### config.mk
export PLATFORM = sky130hd
export DESIGN_NAME = vlen_unit
export DESIGN_NICKNAME = d
export VERILOG_FILES = /design/src/rtl/vlen_pkg.sv /design/src/rtl/vlen_ctrl.sv /design/src/rtl/vlen_pick.sv /design/src/rtl/vlen_reg.sv /design/src/rtl/vlen_tail.sv /design/src/rtl/vlen_unit.sv
export SDC_FILE = /design/constraint.sdc
export NUM_CORES = 1
export LEC_CHECK = 0
export ABC_AREA = 0
export BUFFER_PORTS_ARGS = -buffer_cell sky130_fd_sc_hd__buf_2
export CAP_MARGIN = 20
export CORE_ASPECT_RATIO = 0.7
export CORE_MARGIN = 3
export CORE_UTILIZATION = 51
export CTS_BUF_LIST = sky130_fd_sc_hd__clkbuf_2
export CTS_CLUSTER_DIAMETER = 50
export CTS_CLUSTER_SIZE = 12
export DETAILED_ROUTE_END_ITERATION = 8
export PLACE_DENSITY = 0.82
export SKIP_CTS_REPAIR_TIMING = 1
export SLEW_MARGIN = 20
export SYNTH_ARGS = -nofsm -noshare
export SYNTH_HDL_FRONTEND = slang
export SYNTH_HIERARCHICAL = 1
export SYNTH_SLANG_ARGS = --single-unit
### constraint.sdc
create_clock -name clk -period 4.7 [get_ports clk]
set_input_delay 1.41 -clock clk [delete_from_list [all_inputs] [get_ports clk]]
set_output_delay 1.41 -clock clk [all_outputs]
set_load 0.03 [all_outputs]
### src/rtl/vlen_pkg.sv
package vlen_pkg;
  typedef enum logic [1:0] {
    UPD_HOLD = 2'd0,
    UPD_SET  = 2'd1,
    UPD_CFG  = 2'd2
  } upd_kind_t;
endpackage

### src/rtl/vlen_ctrl.sv
module vlen_ctrl
  import vlen_pkg::*;
(
  input  logic      set_i,
  input  logic      cfg_wr_i,
  input  logic      type_wr_i,
  output upd_kind_t kind_o
);
  // Reconfiguration dominates; a type-only change never touches the length.
  always_comb begin
    if (cfg_wr_i)
      kind_o = UPD_CFG;
    else if (set_i)
      kind_o = UPD_SET;
    else if (type_wr_i)
      kind_o = UPD_HOLD;
    else
      kind_o = UPD_HOLD;
  end
endmodule

### src/rtl/vlen_pick.sv
module vlen_pick #(
  parameter int XLEN = 32,
  parameter int LW   = 7
) (
  input  logic [XLEN-1:0] avl_i,
  input  logic [LW-1:0]   mvl_i,
  output logic [LW-1:0]   vl_o
);
  // Compare width: wide enough for the request and for twice the maximum.
  localparam int CW = (XLEN > LW + 1) ? XLEN : LW + 1;

  logic [CW-1:0] avl_x;
  logic [CW-1:0] mvl_x;
  logic [CW-1:0] twice_x;
  logic [CW-1:0] half_x;
  logic          ge_twice;
  logic          gt_max;

  assign avl_x    = CW'(avl_i);
  assign mvl_x    = CW'(mvl_i);
  assign twice_x  = mvl_x << 1;
  assign half_x   = avl_x >> 1;
  assign ge_twice = (avl_x >= twice_x);
  assign gt_max   = (avl_x > mvl_x);

  always_comb begin
    if (ge_twice)
      vl_o = mvl_i;
    else if (gt_max)
      vl_o = LW'(half_x);
    else
      vl_o = LW'(avl_x);
  end
endmodule

### src/rtl/vlen_reg.sv
module vlen_reg
  import vlen_pkg::*;
#(
  parameter int XLEN = 32,
  parameter int LW   = 7
) (
  input  logic            clk,
  input  logic            rst,
  input  upd_kind_t       kind_i,
  input  logic [LW-1:0]   pick_i,
  input  logic [LW-1:0]   mvl_i,
  output logic [LW-1:0]   vl_next_o,
  output logic [LW-1:0]   vl_o,
  output logic [XLEN-1:0] rd_o
);
  logic [LW-1:0]   vl_q;
  logic [XLEN-1:0] rd_q;

  always_comb begin
    case (kind_i)
      UPD_CFG: vl_next_o = mvl_i;
      UPD_SET: vl_next_o = pick_i;
      default: vl_next_o = vl_q;
    endcase
  end

  always_ff @(posedge clk) begin
    if (rst) begin
      vl_q <= '0;
      rd_q <= '0;
    end else begin
      vl_q <= vl_next_o;
      if (kind_i == UPD_SET)
        rd_q <= XLEN'(pick_i);
    end
  end

  assign vl_o = vl_q;
  assign rd_o = rd_q;

  // reconfiguration loads the maximum
  a_r5_cfg_load: assert property (@(posedge clk) disable iff (rst)
    (kind_i == UPD_CFG) |=> (vl_q == $past(mvl_i)));

  // hold cycles keep the length
  a_r6_type_hold: assert property (@(posedge clk) disable iff (rst)
    (kind_i == UPD_HOLD) |=> $stable(vl_q));

  // returned value matches the stored length after a set
  a_r4_rd_match: assert property (@(posedge clk) disable iff (rst)
    (kind_i == UPD_SET) |=> (rd_q == XLEN'(vl_q)));

  // returned value is held when no set happens
  a_r4_rd_hold: assert property (@(posedge clk) disable iff (rst)
    (kind_i != UPD_SET) |=> $stable(rd_q));

  // stored length never above the sampled maximum after an update
  a_r9_vl_bound: assert property (@(posedge clk) disable iff (rst)
    (kind_i != UPD_HOLD) |=> (vl_q <= $past(mvl_i)));
endmodule

### src/rtl/vlen_tail.sv
module vlen_tail #(
  parameter int NELEM = 64,
  parameter int LW    = 7
) (
  input  logic             clk,
  input  logic             rst,
  input  logic [LW-1:0]    vl_i,
  input  logic [LW-1:0]    mvl_i,
  output logic [NELEM-1:0] tail_o
);
  logic [NELEM-1:0] mask_d;
  logic [NELEM-1:0] mask_q;
  logic             any_active;

  assign any_active = (vl_i != '0);

  for (genvar g = 0; g < NELEM; g++) begin : g_elem
    localparam logic [LW-1:0] IDX = LW'(g);
    assign mask_d[g] = any_active && (IDX >= vl_i) && (IDX < mvl_i);
  end

  always_ff @(posedge clk) begin
    if (rst)
      mask_q <= '0;
    else
      mask_q <= mask_d;
  end

  assign tail_o = mask_q;

  // number of flagged elements equals the gap between maximum and length
  a_r7_tail_count: assert property (@(posedge clk) disable iff (rst)
    ($past(vl_i) != '0 && $past(mvl_i) >= $past(vl_i) && $past(mvl_i) <= LW'(NELEM))
    |-> ($countones(mask_q) == int'($past(mvl_i)) - int'($past(vl_i))));
endmodule

### src/rtl/vlen_unit.sv
module vlen_unit
  import vlen_pkg::*;
#(
  parameter int XLEN  = 32,
  parameter int NELEM = 64,
  parameter int LW    = $clog2(NELEM + 1)
) (
  input  logic             clk,
  input  logic             rst,
  input  logic [XLEN-1:0]  avl_i,
  input  logic [LW-1:0]    mvl_i,
  input  logic             set_i,
  input  logic             cfg_wr_i,
  input  logic             type_wr_i,
  output logic [LW-1:0]    vl_o,
  output logic [XLEN-1:0]  rd_o,
  output logic [NELEM-1:0] tail_o
);
  upd_kind_t     kind;
  logic [LW-1:0] pick;
  logic [LW-1:0] vl_next;

  vlen_ctrl u_ctrl (
    .set_i     (set_i),
    .cfg_wr_i  (cfg_wr_i),
    .type_wr_i (type_wr_i),
    .kind_o    (kind)
  );

  vlen_pick #(.XLEN(XLEN), .LW(LW)) u_pick (
    .avl_i (avl_i),
    .mvl_i (mvl_i),
    .vl_o  (pick)
  );

  vlen_reg #(.XLEN(XLEN), .LW(LW)) u_reg (
    .clk       (clk),
    .rst       (rst),
    .kind_i    (kind),
    .pick_i    (pick),
    .mvl_i     (mvl_i),
    .vl_next_o (vl_next),
    .vl_o      (vl_o),
    .rd_o      (rd_o)
  );

  vlen_tail #(.NELEM(NELEM), .LW(LW)) u_tail (
    .clk    (clk),
    .rst    (rst),
    .vl_i   (vl_next),
    .mvl_i  (mvl_i),
    .tail_o (tail_o)
  );

  // empty length flags nothing
  a_r7_empty_mask: assert property (@(posedge clk) disable iff (rst)
    (vl_o == '0) |-> (tail_o == '0));

  // a full-ones request clamps to the maximum
  a_r3_all_ones: assert property (@(posedge clk) disable iff (rst)
    (set_i && !cfg_wr_i && (avl_i == '1)) |=> (vl_o == $past(mvl_i)));
endmodule

==> results.md <==
* Portion of the clock cycle consumed by the worst path in the final layout at 0.975
* Fraction of layout instances using a drive strength above 1 at 0.361
* Largest buffer count on any clock path at 2
* Total power draw at 1.81 mW
* Launch instance of the worst min-delay path: u_reg/rd_o[5]$_SDFFE_PP0N_
* Number of antenna violations at the first check in global routing at 0
* EDFF count, synth at 0
* Async set-reset flop share out of synthesis at 0
* Total negative slack for setup checks at 0 ns
* Hold violation total from the final report at 0
* Cell Area, Synth at 4030 sq um
* Area growth from synthesis to layout at 26.8%
* Crit path from: mvl_i[6]
* Total die area at 9020 sq um
* Placed cell count at 703
* Arrival time worst endpoint at 5.01 ns
* Min setup slack post-route at 0.117 ns
* Total CTS buffers at 9
* Worst-case hold slack at 0.523 ns
* Maximum number of pins on one net before global-route repair at 18
* Stage delay of the slowest cell on the critical path at 0.42 ns
* Most used flip-flop cell after synthesis: sky130_fd_sc_hd__dfxtp_1
* Commonest non-fill, non-tap cells in the layout: 120 x sky130_fd_sc_hd__buf_2, 78 x sky130_fd_sc_hd__dfxtp_1, 59 x sky130_fd_sc_hd__buf_4
* IO Count at 147
* Critical Path RT at 5.12 ns
* CP Class: in -> reg
* Starting Density at 0.538
* Slew at the pin closest to its max-slew limit at 1.11 ns
* Per-instance average area after synthesis at 8.93 sq um
* Insertion delay to the later sink of the worst-skew pair at 0.52 ns
* Count of cell types in the netlist at 60
* FP Rows at 26
* Total congestion overflow at 0
* Maximum VDD drop at 0.000207 V
* Wirelength per Cell at 17.6 um
* Die height at 80.4 um
* Outcome: finished, final reports clean
* Sinks on the clock net at 78
* Cell at the root of the clock tree: sky130_fd_sc_hd__clkbuf_2
* Final cell count without fillers at 719
* Total wire length after detailed routing at 12700 um
* Vias per cell at 5.80
* Gate count after technology mapping at 451
* Final weighted congestion of routability-driven global placement at 0.923
* Remaining number of nets flagged by the antenna check after routing at 0
* Die span in x at 112 um
* Floorplan Core Area at 7480 sq um
* Via count of the first global-routing pass at 3990
* Filler Cell Count at 644
* Post-layout net count at 676
* Biggest fanout along the worst timing path at 8
* Count of input and output buffers at 120
* Reg2reg start: u_reg/vl_o[3]$_SDFF_PP0_
* Via count at 4171
* End-of-flow core utilization at 0.683
* Final count of negative-setup-slack endpoints at 0
* Fin. max-slew vios at 0
* Setup repair after global routing missed its margin: false
* Overall fraction of global-route tracks in use at 0.280
* Number of levels in the clock H-tree at 3
* Most frequent cell on the critical path: sky130_fd_sc_hd__or2_1
* Total leakage power at 2.45 nW
* Headroom to the max-slew limit at 0.255
* DR pass1 iterations at 5
* Count of state elements after synthesis at 78
* Syn. warnings at 6
* Highest clock rate at 0.218 GHz
* Sequential fraction of the synthesis area at 0.388
* Final clock skew at 0.0265 ns
* Minimum clock period after layout at 4.58 ns
* Placed Instance Area at 4980 sq um
* Class of the tightest hold or removal check: reg -> reg
* Layout Cell Area excl Fill at 5110 sq um
* Critical path, cell by cell: buf_2, inv_1, ha_1, a211oi_1, nand4_1, a311o_1, or2_1, o31ai_2, a221oi_2, nor2_1, buf_4, or4_4, o21ai_2, or2_1, a221oi_1
* Worst setup slack for register-to-register paths at 2.67 ns
* Pre-CTS worst setup slack at -0.341 ns
* Power density relative to cell area at 354 nW/um^2
* Kind of start point of the critical path: input port
* Critical path endpoint category: flip-flop
* Clock slew at reported path FFs at 0.23 ns
* Most common cell after layout, fill and taps aside: sky130_fd_sc_hd__buf_2
* Post-DP HPWL at 9900 um
* Number of design-rule violations left by the first detailed-router iteration at 490
* Count of unresolved DRC violations after routing at 0
* Critical-path top delay cell: sky130_fd_sc_hd__or2_1
* Clock tree from TritonCTS: yes
* Number of maximum-capacitance constraint violations at 0
* First-pass GRT wire length at 20100 um
* Diodes inserted at 0
==> worst paths after layout <==
kind                             endpoint  depth (start not counted)
max          u_tail/tail_o[16]$_SDFF_PP0_                         15
min            u_reg/rd_o[5]$_SDFFE_PP0N_                          2
max reg2reg  u_tail/tail_o[28]$_SDFF_PP0_                          7
min reg2reg    u_reg/rd_o[5]$_SDFFE_PP0N_                          2
==> power by group <==
group          leakage, nW  total, mW  internal [mW]  switching, mW
Sequential           0.641      0.746          0.728         0.0176
Clock               0.0695      0.378          0.129          0.249
Combinational         1.74      0.682          0.232          0.451
Total                 2.45       1.81           1.09          0.717
==> critical path, delay by kind of cell <==
family,cells,cell delay [ns]
simple gates,5,1.38
fa+ha+maj,1,0.30
buf+inv,3,0.36
compound gates,6,1.54
==> routing by layer <==
layer  track usage  vias to the layer above  routed length, um
li1              -                     1922                  -
met1         0.383                     1938               5370
met2         0.427                      283               5490
met3        0.0881                       28               1600
met4        0.0792                        0                233
met5             0                        -                  0
==> sequential cells by signal, summed over array words and instances (netlist names) <==
register       flops
u_tail/tail_o     64
u_reg/rd_o         7
u_reg/vl_o         7
==> cell usage after synthesis, drive strengths merged, types with 3 or more instances <==
library cell / instances / area, sq um
a211oi: 18 / 140
a21o: 4 / 30.0
a21oi: 29 / 149
a221oi: 32 / 299
and2: 9 / 56.3
and3: 3 / 18.8
buf: 39 / 280
clkbuf: 11 / 41.3
dfxtp: 78 / 1560
ha: 16 / 200
inv: 15 / 56.3
mux2i: 7 / 70.1
nand2: 23 / 86.3
nand2b: 7 / 46.3
nand3: 6 / 35.0
nand4: 3 / 18.8
nor2: 52 / 195
nor2b: 9 / 63.8
nor3: 30 / 166
nor4: 9 / 83.8
o21ai: 15 / 78.8
o31ai: 6 / 83.8
or2: 7 / 43.8
==> cell families (layout without fill, tap and decap cells) <==
kind of cell,Yosys count,count (layout),share of synthesized area
and+or+nand+nor,168,168,0.225
AOI/OAI and AO/OA,115,115,0.225
DFF,78,78,0.388
buffers and inverters,65,211,0.0938
adders and majority gates,16,16,0.0497
muxes,7,7,0.0174
other,2,26,0.00186
==> layout make-up <==
cell class | count | area [sq um] | area share
multi-input cells | 332 | 2180 | 0.427
flip-flops and latches | 78 | 1560 | 0.306
repair buffers | 180 | 1060 | 0.208
well taps | 98 | 123 | 0.0240
clock inverters | 7 | 80.1 | 0.0157
inverters | 15 | 56.3 | 0.0110
clock buffers | 9 | 45.0 | 0.00882
No activity file was read; power rests on OpenSTA's default activity.
